<file path="src/rtl/flash_seq_pkg.sv">
package flash_seq_pkg;

  typedef enum logic [3:0] {
    S_IDLE,
    S_ERS_SETUP,
    S_ERS_CONF,
    S_PGM_SETUP,
    S_PGM_WAIT,
    S_PGM_DATA,
    S_POLL_CMD,
    S_POLL_RD,
    S_POLL_EVAL,
    S_CLR,
    S_RST,
    S_VER_RD,
    S_VER_EVAL,
    S_FINISH
  } seq_state_e;

  localparam logic [7:0] OP_ERS_SETUP = 8'h20;
  localparam logic [7:0] OP_ERS_CONF  = 8'hD0;
  localparam logic [7:0] OP_PGM_SETUP = 8'h40;
  localparam logic [7:0] OP_RD_STAT   = 8'h70;
  localparam logic [7:0] OP_CLR_STAT  = 8'h50;
  localparam logic [7:0] OP_RD_ARRAY  = 8'hFF;

  localparam logic [7:0] STAT_READY = 8'h80;
  localparam logic [7:0] STAT_FAULT = 8'h38;

  localparam int CAUSE_TIMEOUT = 0;
  localparam int CAUSE_FAULT   = 1;
  localparam int CAUSE_VERIFY  = 2;

  function automatic logic stat_ready(input logic [7:0] s);
    return (s & STAT_READY) != 8'h00;
  endfunction

  function automatic logic stat_fault(input logic [7:0] s);
    return (s & STAT_FAULT) != 8'h00;
  endfunction

  function automatic logic [7:0] verify_expect(input logic is_prog, input logic [7:0] src);
    return is_prog ? src : 8'hFF;
  endfunction

endpackage

</file>
<file path="src/rtl/fbs_settle_timer.sv">
module fbs_settle_timer #(
  parameter int WAIT_CYC = 100
) (
  input  logic clk,
  input  logic rst_n,
  input  logic start,
  output logic expired
);
  localparam int CW = (WAIT_CYC < 2) ? 1 : $clog2(WAIT_CYC + 1);

  logic [CW-1:0] cnt_q;

  always_ff @(posedge clk) begin
    if (!rst_n) begin
      cnt_q <= '0;
    end else if (start) begin
      cnt_q <= CW'(WAIT_CYC - 1);
    end else if (cnt_q != '0) begin
      cnt_q <= cnt_q - 1'b1;
    end
  end

  assign expired = (cnt_q == '0);
endmodule

</file>
<file path="src/rtl/fbs_poll_guard.sv">
module fbs_poll_guard #(
  parameter int LIMIT = 1000000
) (
  input  logic clk,
  input  logic rst_n,
  input  logic clr,
  input  logic miss,
  output logic limit_hit
);
  localparam int CW = (LIMIT < 2) ? 1 : $clog2(LIMIT + 1);

  logic [CW-1:0] cnt_q;

  always_ff @(posedge clk) begin
    if (!rst_n || clr) begin
      cnt_q <= '0;
    end else if (miss) begin
      cnt_q <= cnt_q + 1'b1;
    end
  end

  assign limit_hit = miss && (cnt_q == CW'(LIMIT - 1));
endmodule

</file>
<file path="src/rtl/fbs_byte_index.sv">
module fbs_byte_index #(
  parameter int DEPTH = 8192,
  localparam int IW = $clog2(DEPTH)
) (
  input  logic          clk,
  input  logic          rst_n,
  input  logic          clr,
  input  logic          step,
  output logic [IW-1:0] idx,
  output logic          last
);
  always_ff @(posedge clk) begin
    if (!rst_n || clr) begin
      idx <= '0;
    end else if (step) begin
      idx <= idx + 1'b1;
    end
  end

  assign last = (idx == IW'(DEPTH - 1));
endmodule

</file>
<file path="src/rtl/flash_bank_seq.sv">
module flash_bank_seq
  import flash_seq_pkg::*;
#(
  parameter int BANK_BYTES     = 8192,
  parameter int BANK_SEL_W     = 1,
  parameter int SETUP_WAIT_CYC = 100,
  parameter int POLL_LIMIT     = 1000000,
  localparam int OFF_W  = $clog2(BANK_BYTES),
  localparam int ADDR_W = OFF_W + BANK_SEL_W
) (
  input  logic                  clk,
  input  logic                  rst_n,
  input  logic                  req_valid,
  input  logic                  req_prog,
  input  logic [BANK_SEL_W-1:0] req_bank,
  output logic [OFF_W-1:0]      src_addr,
  input  logic [7:0]            src_data,
  output logic [ADDR_W-1:0]     fl_addr,
  output logic [7:0]            fl_wdata,
  output logic                  fl_we,
  output logic                  fl_re,
  input  logic [7:0]            fl_rdata,
  output logic                  busy,
  output logic                  done,
  output logic                  err,
  output logic [2:0]            err_cause
);

  seq_state_e state_q, state_d;

  logic [BANK_SEL_W-1:0] bank_q;
  logic                  prog_q;
  logic [2:0]            cause_q;

  logic [OFF_W-1:0] idx;
  logic             idx_last, idx_clr, idx_step;
  logic             tmr_start, tmr_expired;
  logic             poll_clr, poll_limit;
  logic [OFF_W-1:0] bus_off;

  // named internal events, observed by the bound checker
  logic evt_accept, evt_poll_ready, evt_poll_miss, evt_timeout;
  logic evt_fault, evt_clear, evt_mismatch;

  assign evt_accept     = (state_q == S_IDLE) && req_valid;
  assign evt_poll_ready = (state_q == S_POLL_EVAL) && stat_ready(fl_rdata);
  assign evt_poll_miss  = (state_q == S_POLL_EVAL) && !stat_ready(fl_rdata);
  assign evt_timeout    = evt_poll_miss && poll_limit;
  assign evt_fault      = evt_poll_ready && stat_fault(fl_rdata);
  assign evt_clear      = (state_q == S_CLR);
  assign evt_mismatch   = (state_q == S_VER_EVAL) &&
                          (fl_rdata != verify_expect(prog_q, src_data));

  fbs_settle_timer #(.WAIT_CYC(SETUP_WAIT_CYC)) u_timer (
    .clk     (clk),
    .rst_n   (rst_n),
    .start   (tmr_start),
    .expired (tmr_expired)
  );

  fbs_poll_guard #(.LIMIT(POLL_LIMIT)) u_guard (
    .clk       (clk),
    .rst_n     (rst_n),
    .clr       (poll_clr),
    .miss      (evt_poll_miss),
    .limit_hit (poll_limit)
  );

  fbs_byte_index #(.DEPTH(BANK_BYTES)) u_index (
    .clk   (clk),
    .rst_n (rst_n),
    .clr   (idx_clr),
    .step  (idx_step),
    .idx   (idx),
    .last  (idx_last)
  );

  always_comb begin
    state_d   = state_q;
    fl_we     = 1'b0;
    fl_re     = 1'b0;
    fl_wdata  = 8'h00;
    bus_off   = '0;
    tmr_start = 1'b0;
    poll_clr  = 1'b0;
    idx_clr   = 1'b0;
    idx_step  = 1'b0;
    done      = 1'b0;
    unique case (state_q)
      S_IDLE: begin
        if (req_valid) begin
          idx_clr = 1'b1;
          state_d = req_prog ? S_PGM_SETUP : S_ERS_SETUP;
        end
      end
      S_ERS_SETUP: begin
        fl_we    = 1'b1;
        fl_wdata = OP_ERS_SETUP;
        state_d  = S_ERS_CONF;
      end
      S_ERS_CONF: begin
        fl_we    = 1'b1;
        fl_wdata = OP_ERS_CONF;
        poll_clr = 1'b1;
        state_d  = S_POLL_CMD;
      end
      S_PGM_SETUP: begin
        fl_we     = 1'b1;
        fl_wdata  = OP_PGM_SETUP;
        bus_off   = idx;
        tmr_start = 1'b1;
        state_d   = S_PGM_WAIT;
      end
      S_PGM_WAIT: begin
        if (tmr_expired) state_d = S_PGM_DATA;
      end
      S_PGM_DATA: begin
        fl_we    = 1'b1;
        fl_wdata = src_data;
        bus_off  = idx;
        poll_clr = 1'b1;
        state_d  = S_POLL_CMD;
      end
      S_POLL_CMD: begin
        fl_we    = 1'b1;
        fl_wdata = OP_RD_STAT;
        state_d  = S_POLL_RD;
      end
      S_POLL_RD: begin
        fl_re   = 1'b1;
        state_d = S_POLL_EVAL;
      end
      S_POLL_EVAL: begin
        if (evt_poll_ready) begin
          if (prog_q && !idx_last) begin
            idx_step = 1'b1;
            state_d  = S_PGM_SETUP;
          end else begin
            state_d = S_CLR;
          end
        end else if (poll_limit) begin
          state_d = S_CLR;
        end else begin
          state_d = S_POLL_CMD;
        end
      end
      S_CLR: begin
        fl_we    = 1'b1;
        fl_wdata = OP_CLR_STAT;
        idx_clr  = 1'b1;
        state_d  = S_RST;
      end
      S_RST: begin
        fl_we    = 1'b1;
        fl_wdata = OP_RD_ARRAY;
        state_d  = S_VER_RD;
      end
      S_VER_RD: begin
        fl_re   = 1'b1;
        bus_off = idx;
        state_d = S_VER_EVAL;
      end
      S_VER_EVAL: begin
        if (evt_mismatch || idx_last) begin
          state_d = S_FINISH;
        end else begin
          idx_step = 1'b1;
          state_d  = S_VER_RD;
        end
      end
      S_FINISH: begin
        done    = 1'b1;
        state_d = S_IDLE;
      end
      default: state_d = S_IDLE;
    endcase
  end

  always_ff @(posedge clk) begin
    if (!rst_n) begin
      state_q <= S_IDLE;
      bank_q  <= '0;
      prog_q  <= 1'b0;
      cause_q <= '0;
    end else begin
      state_q <= state_d;
      if (evt_accept) begin
        bank_q  <= req_bank;
        prog_q  <= req_prog;
        cause_q <= '0;
      end else begin
        if (evt_timeout)  cause_q[CAUSE_TIMEOUT] <= 1'b1;
        if (evt_fault)    cause_q[CAUSE_FAULT]   <= 1'b1;
        if (evt_mismatch) cause_q[CAUSE_VERIFY]  <= 1'b1;
      end
    end
  end

  assign fl_addr   = {bank_q, bus_off};
  assign src_addr  = idx;
  assign busy      = (state_q != S_IDLE);
  assign err_cause = cause_q;
  assign err       = |cause_q;

endmodule

</file>
<file path="config.mk">
export PLATFORM = sky130hd
export DESIGN_NAME = flash_bank_seq
export DESIGN_NICKNAME = d
export VERILOG_FILES = /design/src/rtl/flash_seq_pkg.sv /design/src/rtl/fbs_settle_timer.sv /design/src/rtl/fbs_poll_guard.sv /design/src/rtl/fbs_byte_index.sv /design/src/rtl/flash_bank_seq.sv
export SDC_FILE = /design/constraint.sdc
export NUM_CORES = 1
export LEC_CHECK = 0
export ABC_AREA = 1
export BUFFER_PORTS_ARGS = -buffer_cell sky130_fd_sc_hd__buf_2
export CAP_MARGIN = 20
export CORE_MARGIN = 2
export CORE_UTILIZATION = 55
export DETAILED_ROUTE_END_ITERATION = 12
export PLACE_DENSITY = 0.8
export SYNTH_ARGS = -nofsm -noshare
export SYNTH_HDL_FRONTEND = slang
export SYNTH_SLANG_ARGS = --single-unit
</file>
<file path="constraint.sdc">
create_clock -name clk -period 2 [get_ports clk]
set_input_delay 0.4 -clock clk [delete_from_list [all_inputs] [get_ports clk]]
set_output_delay 0.4 -clock clk [all_outputs]
set_load 0.01 [all_outputs]
</file>
== After elaboration in Yosys (flattened, before gate mapping) ==
Index checks and enable logic that the tools add are counted.

* Add/sub/neg operators: 3
* Multipliers: 0
* Div/mod/pow operators: 0
* Magnitude comparators: 0
* Equal/unequal tests: 18
* Shifts and indexed selects: 0
* Multiplexer cells: 24
* Bitwise logic cells: 1
* Reduce and logical (&&, ||, !) cells: 28

{| class="wikitable"
|+ Operator list
! operator !! number
|-
| case mux 8 bit (7 select lines) || 1
|-
| case mux 4 bit (12 select lines) || 1
|-
| == test 4 bit (second input constant) || 6
|-
| adder 20 x 1 -> 20 bit (second input constant) || 1
|-
| == test 20 bit (second input constant) || 1
|-
| two-way mux 4 bit || 5
|-
| == test 4 x 3 -> 1 bit (second input constant) || 4
|-
| two-way mux 7 bit || 2
|-
| adder 13 x 1 -> 13 bit (second input constant) || 1
|-
| == test 13 bit (second input constant) || 1
|-
| two-way mux 13 bit || 1
|-
| two-way mux 1 bit || 9
|-
| == test 4 x 2 -> 1 bit (second input constant) || 2
|-
| logical AND 1 bit || 8
|-
| two-way mux 8 bit || 1
|-
| inequality test 8 bit || 1
|-
| nonzero test 8 bit || 1
|-
| OR reduction 2 bit || 4
|-
| zero test 7 bit || 1
|-
| nonzero test 7 bit || 1
|-
| OR reduction 7 bit || 1
|-
| subtractor 7 x 1 -> 7 bit (second input constant) || 1
|-
| OR reduction 3 bit || 2
|-
| == test 4 x 1 -> 1 bit (second input constant) || 1
|-
| other kinds (11) || 17
|}

* Register bits: 49
* Bits in latches: 0
* Bits in writable memories: 0
* ROM bits: 0
* Bits of input ports: 21
* Output and inout bits: 43
* Logic and storage cells: 84
* Memories: 0

== Longest topological paths before layout ==
Gate-level depths: netlist (run 1).

* Depth after elaboration: 6
* Depth in mapped cells: 12
* Depth with buffers taken out: 12

== By module ==
A second synthesis (run 1) with hierarchy kept.

* Cell total of the unflattened synthesis: 534
* Area, all modules: 3269.4 um2

{| class="wikitable"
|+ Modules (own cells, without submodules)
! module !! instances !! cells an instance !! area each (um2) !! sequential area each (um2)
|-
| fbs_poll_guard || 1 || 178 || 1143.6 || 400.4
|-
| flash_bank_seq || 1 || 198 || 1034.7 || 180.2
|-
| fbs_byte_index || 1 || 102 || 690.7 || 260.2
|-
| fbs_settle_timer || 1 || 56 || 400.4 || 140.1
|}

== Least setup slack after synthesis (run 1) ==
OpenSTA, ideal clock, no wires.

* Path kind: reg-to-reg
* Start point: reg u_index.idx[0]
* End point: reg u_index.idx[0]
* Library setup time: 0.066 ns
* Data arrival time: 1.606 ns
* Data required time: 1.934 ns
* Setup slack: 0.328 ns
* Stages on the path, launching flop included: 9
* Path buffers: 1
* Period minus slack after synthesis: 1.672 ns
* Cells stage by stage: dfxtp_1 > ha_1 > nand3_1 > nor2_2 > nand3_2 > nand4_4 > buf_4 > nand3_1 > a21oi_2

* Longest elaborated chain between the ends: 6
* Elaborated cells between the ends (all ways): 9
* Classes of those cells: 1 x add/sub; 1 x eq/ne; 4 x mux; 3 x reduce/logical

{| class="wikitable"
|+ Ends and longest elaborated chain
! what !! RTL line !! source
|-
| start, declared || fbs_byte_index.sv:9 || <nowiki>output logic [IW-1:0] idx,</nowiki>
|-
| start signal, assigned || fbs_byte_index.sv:16 || <nowiki>idx <= idx + 1'b1;</nowiki>
|-
| == test 13 bit || fbs_byte_index.sv:20 || <nowiki>assign last = (idx == IW'(DEPTH - 1));</nowiki>
|-
| zero test 1 bit || flash_bank_seq.sv:135 || <nowiki>if (prog_q && !idx_last) begin</nowiki>
|-
| logical AND 1 bit || flash_bank_seq.sv:135 ||
|-
| two-way mux 1 bit || flash_bank_seq.sv:135 ||
|-
| two-way mux 1 bit || flash_bank_seq.sv:134 || <nowiki>if (evt_poll_ready) begin</nowiki>
|-
| case mux 1 bit (2 select lines) || flash_bank_seq.sv:89 || <nowiki>unique case (state_q)</nowiki>
|}

Parallel ways exist; a longest one is shown, timed or not.
A chain may end at the register's enable or synchronous reset.

== Worst setup path after layout (run 1) ==
* Start point: reg state_q[2]
* End point: out fl_wdata[4]

* Longest elaborated chain between the ends: 2
* Elaborated cells between the ends (all ways): 8
* Classes of those cells: 7 x eq/ne; 1 x mux

{| class="wikitable"
|+ Ends and longest elaborated chain
! what !! RTL line !! source
|-
| start, declared || flash_bank_seq.sv:29 || <nowiki>seq_state_e state_q, state_d;</nowiki>
|-
| start signal, assigned || flash_bank_seq.sv:186 || <nowiki>state_q <= state_d;</nowiki>
|-
| == test 4 bit, or another cell as far along || flash_bank_seq.sv:89 ||
|-
| case mux 8 bit (7 select lines) (*) || flash_bank_seq.sv:89 ||
|-
| end, declared || flash_bank_seq.sv:19 || <nowiki>output logic [7:0] fl_wdata,</nowiki>
|}

Mark *: on every way between the ends. The rest lies on a longest branch, timed or not.

==> results of run 1 <==
[cells in the mapped netlist]
cell | instances | area, um^2
nand3b_1 | 4 | 30.0
nand3_1 | 40 | 200
nand3_2 | 3 | 30.0
nand2_1 | 98 | 368
xnor2_1 | 2 | 17.5
nand2_4 | 2 | 22.5
nand4_1 | 10 | 62.6
inv_1 | 76 | 285
ha_1 | 3 | 37.5
nor2_4 | 6 | 67.6
buf_4 | 4 | 30.0
nor2_2 | 1 | 6.26
nor3_2 | 1 | 10.0
o22ai_1 | 1 | 6.26
o221ai_1 | 1 | 8.76
nand2_2 | 15 | 93.8
nor3b_1 | 2 | 15.0
a22oi_1 | 1 | 7.51
o21ai_0 | 14 | 70.1
buf_12 | 1 | 20.0
nor3_1 | 12 | 60.1
nor3_4 | 1 | 16.3
nand4_4 | 1 | 21.3
a32o_1 | 1 | 10.0
buf_6 | 1 | 11.3
nor2_1 | 66 | 248
o21a_1 | 2 | 15.0
xor2_1 | 16 | 140
a21oi_2 | 10 | 87.6
o211ai_1 | 2 | 15.0
dfxtp_1 | 49 | 981
buf_8 | 1 | 15.0
buf_2 | 2 | 10.0
clkbuf_1 | 1 | 3.75
inv_2 | 7 | 26.3
a311oi_1 | 1 | 8.76
o31ai_1 | 1 | 7.51
a21oi_1 | 25 | 125
[final timing paths]
path,startpoint,cells after the start,end
max reg2reg,u_index.idx[1],8,u_index.idx[3]
max,state_q[2],9,fl_wdata[4]
min,req_bank,3,bank_q
min reg2reg,u_timer.cnt_q[6],2,u_timer.cnt_q[6]
[repair_timing]
action,CTS,global route
setup buffers,1,3
gates resized for setup,7,21
setup endpoints to repair,16,35
hold buffers,0,0
pin swaps,2,4
[cell type report]
cell class | instances | share of cell area [%]
clock inverters | 3 | 1.72
inverters | 83 | 8.35
flip-flops and latches | 49 | 26.2
repair buffers | 72 | 10.4
well taps | 72 | 2.38
multi-input cells | 342 | 49.1
clock buffers | 5 | 1.82
[cell families after synthesis]
group / share of synthesized area [%]
DFF: 30.7
adders and majority gates: 1.18
AOI/OAI and AO/OA: 11.3
xor gates and xnor gates: 4.94
and+or+nand+nor: 39.2
buffers and inverters: 12.6
[power by group through the flow]
stage / Clock, mW / Sequential (mW) / Combinational (mW)
floorplan: 0 / 1.12 / 0.691
global placement: 0 / 1.15 / 0.828
detailed placement: 0 / 1.15 / 0.849
CTS: 0.869 / 1.13 / 0.872
global route: 0.908 / 1.16 / 1.08
finish: 0.863 / 1.15 / 0.954
[layout by cell type (no fill, tap or decap), types with 3 or more instances in the layout]
cell      netlist  layout
a21oi_1        25      25
a21oi_2        10      10
buf_2           2      63
buf_4           4       8
clkbuf_8        0       5
dfxtp_1        49      44
dfxtp_2         0       3
ha_1            3       3
inv_1          76      73
inv_2           7       8
nand2_1        98      97
nand2_2        15      14
nand2_4         2       4
nand3_1        40      40
nand3_2         3       3
nand3b_1        4       4
nand4_1        10      10
nor2_1         66      57
nor2_2          1       6
nor2_4          6      10
nor3_1         12      12
o21ai_0        14      14
xor2_1         16      16
[routing by layer]
metal | vias to the layer above | track usage, %
met5 | - | 0
met4 | 0 | 8.31
met3 | 25 | 4.27
met2 | 118 | 44.9
met1 | 1490 | 28.3
li1 | 1672 | -
[flip-flops by register name, indices dropped and copies added, names as in the netlist]
register	flops
u_index.idx	13
err_cause	3
u_timer.cnt_q	7
state_q	4
prog_q	1
bank_q	1
u_guard.cnt_q	20
[critical path, cell delays in order, from the launching register on]
cell and delay, ns:
dfxtp_4 0.38, inv_2 0.06, nor2_2 0.09, inv_2 0.08, nor2_4 0.15, inv_1 0.08, nand2_1 0.09, inv_2 0.06
o211ai_1 0.08, buf_2 0.16
[metrics by stage]
stage               hold slack (ns)  utilization, %  power (mW)  area (um^2)
floorplan                     0.441               -        1.81         3190
global placement              0.453            64.0        1.98         3540
detailed placement            0.467            64.0        2.00         3540
CTS                           0.325            66.8        2.87         3700
global route                  0.340            68.4        3.14         3790
finish                        0.308            68.4        2.96         3790
==> run summary, run 1 <==
skew final: 0.0159 ns
Initial DRT Pass Iterations: 6
NumNets Final: 577
Clock Path Buffers: 2
Worst Tran Pin Value: 0.464 ns
critical path class: register to output port
Syn Inst Count: 484
initial antenna violation count: 0
Die X: 80.2 um
Met2 Wirelength: 3.85 mm
H-tree depth: 2
VDD IR max: 0.490 mV
minimum clock period: 1.97 ns
outcome: complete, no violations
share of cells above drive strength 1: 26.2%
highest metal used: met4
Syn. warnings: 0
CTS root buffer: clkbuf_8
Post-Route WL: 7.92 mm
Post-Place Worst Slack: 0.0656 ns
Reg power frac: 38.7%
placed cells: 614
All-Layer GR Usage: 24.5%
vias per cell: 5.28
Routed wire per std cell: 12.7 um
Cell variety after synth: 38
number of top-level pins: 64
Hold Violations, Final: 0
vias in the first global route: 3020
CTS Buf Count: 5
RSZ-0062 raised after global routing: true
DRC viols: 0
PortBufs: 63
Layout area overhead: 18.8%
Critical Path AT: 1.57 ns
fin crit share: 98.4%
met1 WL: 3.41 mm
Netlist Area Pre-Place: 3190 um^2
total gr overflow: 0
n_diodes: 0
flip-flop and latch area: 992 um^2
initial core utilization: 57.6%
GP Congestion: 0.956
total negative setup slack: 0 ns
Reg clk slew, reported paths: 0.11 ns
metal3 WL: 469 um
power per standard cell area: 782 nW/um^2
mean post-synth cell area: 6.59 um^2
multi-input logic area: 1860 um^2
# clock sinks: 49
Final ANT Viol Nets: 0
Crit path required time: 1.60 ns
fill count: 472
Max Cap Viol: 0
Rows: 27
first-pass GRT wire length: 12.6 mm
Relative slew margins: 68.8%
Die Ht: 80.2 um
final worst slack: 0.0311 ns
post-synthesis sequential area ratio: 30.7%
Power Internal: 1.91 mW
Hold Crit Class: input pin to register
sw frac: 35.7%
setup violators final: 0
Post-Layout Cell Count: 626
vias: 3305
clock group share of total power: 29.1%
syn_nets: 508
Static Leakage: 1.73 nW
clock latency on the worst-skew pair: 0.32 ns
Gate power share: 32.2%
sw power: 1.06 mW
R2R setup slack: 0.09 ns
Crit. End Element: output port
Worst setup SP type: register
HPWL after DPL: 5.75 mm
#FFs+latches synth: 49
CP max FO: 4
max-slew violation count: 0
core area: 5540 um^2
DR iter-0 viols: 279
die area: 6430 um^2
FMAX: 508 MHz
pin count of the biggest net entering global routing: 19
TritonCTS clock tree: built
Note: power is estimated with default switching activity, not from simulation.
==> inputs of run 2 (changes only) <==
--- a/config.mk
+++ b/config.mk
@@ -5,13 +5,14 @@
 export SDC_FILE = /design/constraint.sdc
 export NUM_CORES = 1
 export LEC_CHECK = 0
-export ABC_AREA = 1
 export BUFFER_PORTS_ARGS = -buffer_cell sky130_fd_sc_hd__buf_2
 export CAP_MARGIN = 20
+export CELL_PAD_IN_SITES_DETAIL_PLACEMENT = 0
+export CELL_PAD_IN_SITES_GLOBAL_PLACEMENT = 2
 export CORE_MARGIN = 2
-export CORE_UTILIZATION = 55
+export CORE_UTILIZATION = 31
 export DETAILED_ROUTE_END_ITERATION = 12
-export PLACE_DENSITY = 0.8
+export PLACE_DENSITY_LB_ADDON = 0.1
 export SYNTH_ARGS = -nofsm -noshare
 export SYNTH_HDL_FRONTEND = slang
 export SYNTH_SLANG_ARGS = --single-unit
==> run summary, run 2 <==
outcome: finished, violations left
failing checks: negative setup slack
TritonCTS clock tree: built
syn_nets: 421
RSZ-0062 raised after global routing: true
Main synth FF type: dfxtp_1
n_diodes: 0
Syn Inst Count: 397
Hold Slack: 0.311 ns
vias: 3284
Post-synth top cells: 49 x dfxtp_1, 46 x nor2_1, 39 x nand2_1, 25 x a21oi_1, 24 x nand3_1
setup violators final: 4
All-Layer GR Usage: 18.1%
first-pass GRT wire length: 15.1 mm
total gr overflow: 0
Relative slew margins: 69.2%
Crit path required time: 2.25 ns
mean post-synth cell area: 7.72 um^2
placed cells: 639
Reg clk slew, reported paths: 0.09 ns
pin count of the biggest net entering global routing: 21
Layout area overhead: 43.6%
Post-Route WL: 9.46 mm
share of cells above drive strength 1: 38.2%
HPWL after DPL: 6.82 mm
Max Cap Viol: 0
ys async rst share: 0%
initial antenna violation count: 0
Yosys top cell area share: 32.0%
fin crit share: 103%
power per standard cell area: 771 nW/um^2
Routed wire per std cell: 14.4 um
clock latency on the worst-skew pair: 0.31 ns
commonest non-fill, non-tap cells in the layout: 66 x buf_4, 57 x buf_2, 44 x nor2_1, 42 x dfxtp_1, 38 x nand2_1
Post-Place Worst Slack: -0.294 ns
Cell variety after synth: 58
core area: 9680 um^2
post-synthesis sequential area ratio: 32.0%
Worst Tran Pin Value: 0.457 ns
Critical Path AT: 2.30 ns
Largest register FFs: 20
minimum clock period: 2.05 ns
Static Leakage: 1.93 nW
vias in the first global route: 3142
Netlist Area Pre-Place: 3070 um^2
vias per cell: 5.00
fill count: 1011
Post-Layout Cell Count: 657
FMAX: 488 MHz
Worst setup SP type: register
skew final: 0.00424 ns
most frequent cell after synthesis: dfxtp_1
CTS root buffer: clkbuf_8
DRC viols: 0
Crit. End Element: register
#FFs+latches synth: 49
Hold Violations, Final: 0
Die Ht: 103 um
number of enable flip-flop cells after synthesis: 0
initial core utilization: 31.7%
Hold Crit Class: input pin to register
Rows: 36
final worst slack: -0.0503 ns
max-slew violation count: 0
CTS Buf Count: 5
ranking of synthesized cells by area: dfxtp_1 32%, nor2_1 5.6%, nand2_1 4.8%
VDD IR max: 0.290 mV
number of top-level pins: 64
Regs by FF count: u_guard.cnt_q: 20 flops, u_index.idx: 13 flops, u_timer.cnt_q: 7 flops
commonest non-fill, non-tap cell in the layout: buf_4
PortBufs: 63
GP Congestion: 0.837
Top reg by flops: u_guard.cnt_q
DR iter-0 viols: 121
critical path class: register to register
area leader, netlist: dfxtp_1
die area: 10700 um^2
Clock Path Buffers: 2
Syn. warnings: 0
Final ANT Viol Nets: 0
Die X: 103 um
CP max FO: 3
H-tree depth: 2
NumNets Final: 547
# clock sinks: 49
Initial DRT Pass Iterations: 4
==> run 2: cell types whose count changed in the layout (fill, tap and decap cells not counted), moves of 7 or more <==
cell | previous run | this run
buf_4 | 8 | 66
nor2_1 | 57 | 44
nand2b_1 | 0 | 9
mux2i_1 | 0 | 9
xnor2_1 | 2 | 10
nand3_1 | 40 | 22
buf_6 | 0 | 13
inv_2 | 8 | 1
a21oi_2 | 10 | 2
and3_1 | 0 | 14
nand2_2 | 14 | 1
inv_1 | 73 | 12
nand2_1 | 97 | 38
nor2_4 | 10 | 1
==> run 2: worst paths after layout <==
check / from / end / slack (ns) / cells past startpoint
max reg2reg: prog_q / u_index.idx[11] / -0.05 / 7
min: req_bank / bank_q / 0.31 / 3
min reg2reg: u_timer.cnt_q[6] / u_timer.cnt_q[6] / 0.47 / 2
max: prog_q / u_index.idx[11] / -0.05 / 7
==> run 2: repair_timing <==
| action | in CTS | in global routing |
|---|---|---|
| pin swaps | 8 | 7 |
| buffers inserted | 5 | 4 |
| setup endpoints to repair | 30 | 36 |
| hold buffers | 0 | 0 |
| endpoints found under the hold margin | 0 | 0 |
| gates cloned | 1 | 1 |
| resized for setup | 37 | 26 |
==> run 2: per-layer routing <==
layer	part of all wire [%]	global-route usage, %
met1	46	23.5
met2	49	30.7
met3	3.1	3.02
met4	1.7	5.67
met5	0	0
==> run 2: cell type report <==
cell class                 instances  area (um^2)  area share (%)
multi-input combinational        316         2120            48.2
sequential                        49          997            22.6
timing repair buffer             138          972            22.1
tap                              133          166            3.78
clock buffer                       6         82.6            1.88
inverter                          13         48.8            1.11
clock inverter                     2         13.8           0.313
==> run 2: cells by family after synthesis <==
kind of cell	share of synthesized area [%]
xor gates and xnor gates	7.14
muxes	3.31
and+or+nand+nor	35.3
AOI/OAI and AO/OA	16.9
DFF	32.0
buffers and inverters	4.08
adders and majority gates	1.22
==> run 2: worst max-delay path, stage by stage, from the launching register on <==
cell,delay (ns)
dfxtp_4,0.36
inv_2,0.03
or4_4,0.53
a32oi_4,0.36
buf_6,0.15
a31oi_1,0.08
or3_1,0.34
a21oi_2,0.13
==> run 2: power by group <==
group / internal, mW / switching, mW / total [mW]
Clock: 0.281 / 0.354 / 0.635
Sequential: 1.07 / 0.0686 / 1.13
Combinational: 0.724 / 0.900 / 1.62
==> run 2: per-stage QoR <==
step           total power, mW  cell area (um^2)  util [%]  setup TNS [ns]
5_1_grt                   3.63              4400      45.5          -0.804
6_report                  3.39              4400      45.5         -0.0948
2_1_floorplan             2.00              3090         -         -0.0409
4_1_cts                   3.31              4260      44.0          -0.215
3_3_place_gp              2.49              3980      41.1           -2.30
3_5_place_dp              2.50              3980      41.1           -2.51
